**src/rtl/irq_entry_seq.sv**
```systemverilog
module irq_entry_seq #(
  parameter int NSRC    = 16,
  parameter int PC_BITS = 22,
  parameter int SP_BITS = 16
) (
  input  logic               clk,
  input  logic               rst_n,
  input  logic               rst_req,
  input  logic [NSRC-1:0]    irq_pend,
  input  logic               gie,
  input  logic [PC_BITS-1:0] pc_in,
  input  logic [SP_BITS-1:0] sp_in,
  input  logic [1:0]         cfg_pc_bytes,
  input  logic               cfg_long_vec,
  output logic               busy,
  output logic               mem_we,
  output logic [SP_BITS-1:0] mem_addr,
  output logic [7:0]         mem_wdata,
  output logic               pc_load,
  output logic [PC_BITS-1:0] pc_out,
  output logic [SP_BITS-1:0] sp_out,
  output logic               gie_clr,
  output logic [NSRC-1:0]    src_clr
);

  localparam int SW = (NSRC > 1) ? $clog2(NSRC) : 1;
  localparam int VW = $clog2(NSRC + 1);

  typedef enum logic [1:0] {ST_IDLE, ST_PUSH, ST_LOAD} st_t;

  st_t               st;
  logic [23:0]       pc_q;
  logic [SP_BITS-1:0] sp_q;
  logic [1:0]        cnt, last;
  logic [VW-1:0]     vec_q;
  logic [NSRC-1:0]   clr_q;
  logic              long_q;
  logic [SW-1:0]     sel;
  logic [1:0]        last_d;
  logic              take;

  always_comb begin
    sel = '0;
    for (int i = NSRC - 1; i >= 0; i--)
      if (irq_pend[i]) sel = SW'(i);
  end

  always_comb begin
    case (cfg_pc_bytes)
      2'd3:    last_d = 2'd2;
      2'd2:    last_d = 2'd1;
      default: last_d = 2'd0;
    endcase
  end

  assign take = (st == ST_IDLE) && gie && (rst_req || (|irq_pend));

  always_ff @(posedge clk or negedge rst_n) begin
    if (!rst_n) begin
      st     <= ST_IDLE;
      pc_q   <= '0;
      sp_q   <= '0;
      cnt    <= '0;
      last   <= '0;
      vec_q  <= '0;
      clr_q  <= '0;
      long_q <= 1'b0;
    end else begin
      case (st)
        ST_IDLE: if (take) begin
          st     <= ST_PUSH;
          pc_q   <= 24'(pc_in);
          sp_q   <= sp_in;
          cnt    <= '0;
          last   <= last_d;
          long_q <= cfg_long_vec;
          if (rst_req) begin
            vec_q <= '0;
            clr_q <= '0;
          end else begin
            vec_q <= VW'(sel) + VW'(1);
            clr_q <= NSRC'(1) << sel;
          end
        end
        ST_PUSH: begin
          sp_q <= sp_q - SP_BITS'(1);
          cnt  <= cnt + 2'd1;
          if (cnt == last) st <= ST_LOAD;
        end
        default: st <= ST_IDLE;
      endcase
    end
  end

  assign busy      = (st != ST_IDLE);
  assign mem_we    = (st == ST_PUSH);
  assign mem_addr  = sp_q;
  assign mem_wdata = (cnt == 2'd0) ? pc_q[7:0] :
                     (cnt == 2'd1) ? pc_q[15:8] : pc_q[23:16];
  assign pc_load   = (st == ST_LOAD);
  assign pc_out    = long_q ? PC_BITS'({vec_q, 1'b0}) : PC_BITS'(vec_q);
  assign sp_out    = sp_q;
  assign gie_clr   = pc_load;
  assign src_clr   = pc_load ? clr_q : '0;

  p_accept_needs_gie_r1: assert property (@(posedge clk) disable iff (!rst_n)
    $rose(busy) |-> $past(gie));

  p_single_clear_r4: assert property (@(posedge clk) disable iff (!rst_n)
    $onehot0(src_clr));

  p_sp_step_r7: assert property (@(posedge clk) disable iff (!rst_n)
    (mem_we && $past(mem_we)) |-> (mem_addr == $past(mem_addr) - SP_BITS'(1)));

  p_load_after_push_r8: assert property (@(posedge clk) disable iff (!rst_n)
    pc_load |-> $past(mem_we));

  p_idle_after_load_r9: assert property (@(posedge clk) disable iff (!rst_n)
    pc_load |=> !busy);

endmodule

```
**config.mk**
```make
export PLATFORM = sky130hd
export DESIGN_NAME = irq_entry_seq
export DESIGN_NICKNAME = d
export VERILOG_FILES = /design/src/rtl/irq_entry_seq.sv
export SDC_FILE = /design/constraint.sdc
export NUM_CORES = 1
export LEC_CHECK = 0
export BUFFER_PORTS_ARGS = -buffer_cell sky130_fd_sc_hd__buf_2
export CORE_AREA = 2 2 86 96
export CTS_CLUSTER_DIAMETER = 150
export DETAILED_ROUTE_END_ITERATION = 8
export DIE_AREA = 0 0 88 98
export GPL_TIMING_DRIVEN = 0
export PLACE_DENSITY_LB_ADDON = 0.3
export SETUP_SLACK_MARGIN = 0.05
export SLEW_MARGIN = 20
export SYNTH_ARGS = -nofsm -noshare
export SYNTH_HDL_FRONTEND = slang
export SYNTH_SLANG_ARGS = --single-unit
```
**constraint.sdc**
```tcl
create_clock -name clk -period 2.58 [get_ports clk]
set_input_delay 0.516 -clock clk [delete_from_list [all_inputs] [get_ports clk]]
set_output_delay 0.516 -clock clk [all_outputs]
set_load 0.05 [all_outputs]
```
==> results.md <==
* PD cells at 1290 nW/um^2
* Worst hold slack at 26.0 ps
* P_int at 2950 uW
* Area grow syn2layout at 28.7%
* Chip height at 98 um
* DR iter-0 viols at 154
* Sequential group share of total power at around 28%
* Global route hottest layer: met2
* Num CTS Buffers at 9
* Mean post-synth cell area at ~8.9 um^2
* Mapped Cells at 422
* Max Clock Freq at 0.412 GHz
* Final nets at 641
* Filler cells at 685
* #FFs+latches synth at 66
* Die X at about 88 um
* CP max FO at 8
* Worst EP required at roughly 2100 ps
* Vias in the first global route at 3288
* Final Critical Period at 2420 ps
* Period utilisation layout at 94.0%
* Comb pwr share at 56.1%
* GRT met1 Usage at between 20% and 30%
* Num ports at 143
* IO buf count at between 100 and 150
* Number of synthesis warnings at 0
* Max VDD drop at 685 uV
* Post-route ant nets at 0
* Final TNS setup at 0 ps
* Ys flop type: dfrtp_1
* Seq/Total Area, Yosys at 44.1%
* DR pass1 iterations at 4
* Post-CTS setup buffers at 0
* Starting density of the core at 48.7%
* Antenna violations before repair at 0
* Gr usage total at 23.1%
* HP Class: in2async
* M3 GR Usage at 4.06%
* Post-Synthesis Cell Area at 3750 um^2
* Worst-Margin Slew at a little over 600 ps
* Routed via count at 3432
* Psw at 3280 uW
* WL final at 9.56 mm
* Setup-failing EPs final at 0
* Largest net degree at the start of global routing at between 50 and 60
* Die Area at 8620 um^2
* RSZ-0062 raised after global routing: no
* Crit path kind: reg2out
* Drc violations at 0
* Vias/cell at 5.00
* Ant diodes at 0
* CP Data Arrival Time at between 1500 and 2000 ps
* Clk root buf: clkbuf_8
* Final Total Pwr at 6230 uW
* Startpoint class of the critical path: register
* Grt met2 use at 38.3%
* WL/cell at 13.9 um
* Final slew viol count at 0
* Clock Tree Buf Depth at 2
* Synth unique cells at 51
* Post-synth EDFFs at 0
* CTS tree: done
* Clk Latency, worst-skew pair at about 340 ps
* Clk_skew at between 7 and 8 ps
* Slew HR at 59.5%
* Overflow after GRT at 0
* Core area at 7700 um^2
* Max_cap viols at 0
* Final hold violation count at 0
* Sw frac at 52.6%
* Synth async-reset ratio at 100%
* Final HPWL DP at around 7.1 mm
* Clock sink total at 66
* Global-route wire length before repair at between 15 and 20 mm
* CP endpoint kind: primary output
* Share of layout cells above drive strength 1 at 35.5%
* Hold-fix buffer count after cts at 0
* LEAKAGE at 0.00254 uW
* H-tree Lvls at 3
* Site Rows at 34
* R2r startpoint: mem_addr[4]
* GP Congestion at 0.859
* Critical Path Source: cnt[1]
* Clock power share at 15.7%
* Clock Pin Slew Worst Setup and Hold Paths at 80 ps
* Status: finished, final reports clean
through the flow:
step	setup slack, ps	util, %	instances	instance area [um^2]
2_1_floorplan	301	-	437	3800
3_3_place_gp	168	59.3	670	4560
3_5_place_dp	111	59.7	671	4590
4_1_cts	132	62.6	686	4820
5_1_grt	62.2	62.6	686	4820
6_report	156	62.6	686	4820
layout make-up:
class / count / area (um^2) / share of cell area [%]
Buffer: 49 / 335 / 6.95
Clock buffer: 9 / 124 / 2.57
Clock inverter: 7 / 101 / 2.10
Inverter: 19 / 71.3 / 1.48
Multi-Input combinational cell: 302 / 1750 / 36.2
Sequential cell: 66 / 1650 / 34.3
Tap cell: 108 / 135 / 2.80
Timing Repair Buffer: 126 / 656 / 13.6
cell usage in the layout, fill, tap and decap left out, types with 3 or more instances in the layout:
cell | netlist | layout
buf_2 | 9 | 133
nand2_1 | 110 | 110
dfrtp_1 | 66 | 66
buf_4 | 35 | 36
nor2_1 | 23 | 23
inv_1 | 19 | 19
and2_1 | 17 | 17
conb_1 | 1 | 16
a22o_1 | 13 | 13
o21ai_1 | 2 | 10
nand3_1 | 9 | 9
clkbuf_8 | 0 | 9
o31ai_1 | 8 | 8
a21oi_1 | 8 | 8
mux2i_1 | 7 | 7
o211ai_1 | 7 | 7
o21ai_0 | 15 | 7
nor3_1 | 6 | 6
ha_1 | 7 | 6
a31oi_1 | 4 | 4
mux2_2 | 4 | 4
or3_1 | 4 | 4
nor4_4 | 3 | 3
nor4_1 | 3 | 3
a211oi_1 | 3 | 3
clkbuf_1 | 5 | 3
nand3b_1 | 3 | 3
worst max-delay path: stages, from the launching register on:
cell	delay, ps
dfrtp_1	390
inv_1	110
ha_1	470
mux2i_1	140
o21ai_1	180
buf_2	290
path summary, 6_finish.rpt:
path,end,slack [ps],cells past startpoint
worst max-delay path,mem_wdata[4],160,5
worst min-delay path,pc_q[19],30,1
worst max register to register,mem_addr[12],440,6
worst min register to register,clr_q[0],480,2
max in group asynchronous,clr_q[13],2020,2
min in group clk,long_q,370,3
timing repair:
| action | CTS | global route |
|---|---|---|
| setup endpoints to repair | 4 | 15 |
| resized for setup | 1 | 2 |
| pin swaps | 0 | 0 |
per-layer routing:
layer	wire length, um	vias to the layer above
met3	460	13
met1	4020	1611
met2	4900	111
met4	176	0
li1	-	1697
met5	0	-
registers in the layout, indices dropped and copies added, names as in the netlist:
signal and flops:
cnt 2, long_q 1, last 2, pc_q 22
mem_addr 16, st 2, vec_q 5, clr_q 16
cells by family (layout without fill, tap and decap cells):
kind of cell	Yosys count	count (layout)	share of synthesized area, %
buffers and inverters	69	210	10.9
other	1	16	0.100
AO/OA/AOI/OAI	76	76	14.8
multiplexers	11	11	3.07
flip-flops	66	66	44.1
XOR/XNOR	2	2	0.468
adder cells (fa/ha/maj)	7	7	2.34
AND/OR/NAND/NOR	190	190	24.2
power by group through the flow:
stage	Clock (uW)	Sequential, uW	Combinational [uW]
after floorplan	0	2120	2310
after global placement	0	1750	3430
after detailed placement	0	1770	3500
after CTS	998	1750	3510
after global routing	1040	1810	3760
final	977	1760	3490
cells in the mapped netlist, types with 5 or more instances:
master	instances	share of area, %
nand2_1	110	11
dfrtp_1	66	44
buf_4	35	7.0
nor2_1	23	2.3
inv_1	19	1.9
and2_1	17	2.8
o21ai_0	15	2.0
a22o_1	13	3.0
buf_2	9	1.2
nand3_1	9	1.2
a21oi_1	8	1.1
o31ai_1	8	1.6
ha_1	7	2.3
mux2i_1	7	1.9
o211ai_1	7	1.4
nor3_1	6	0.80
clkbuf_1	5	0.50
No activity file was read; power rests on OpenSTA's default activity.
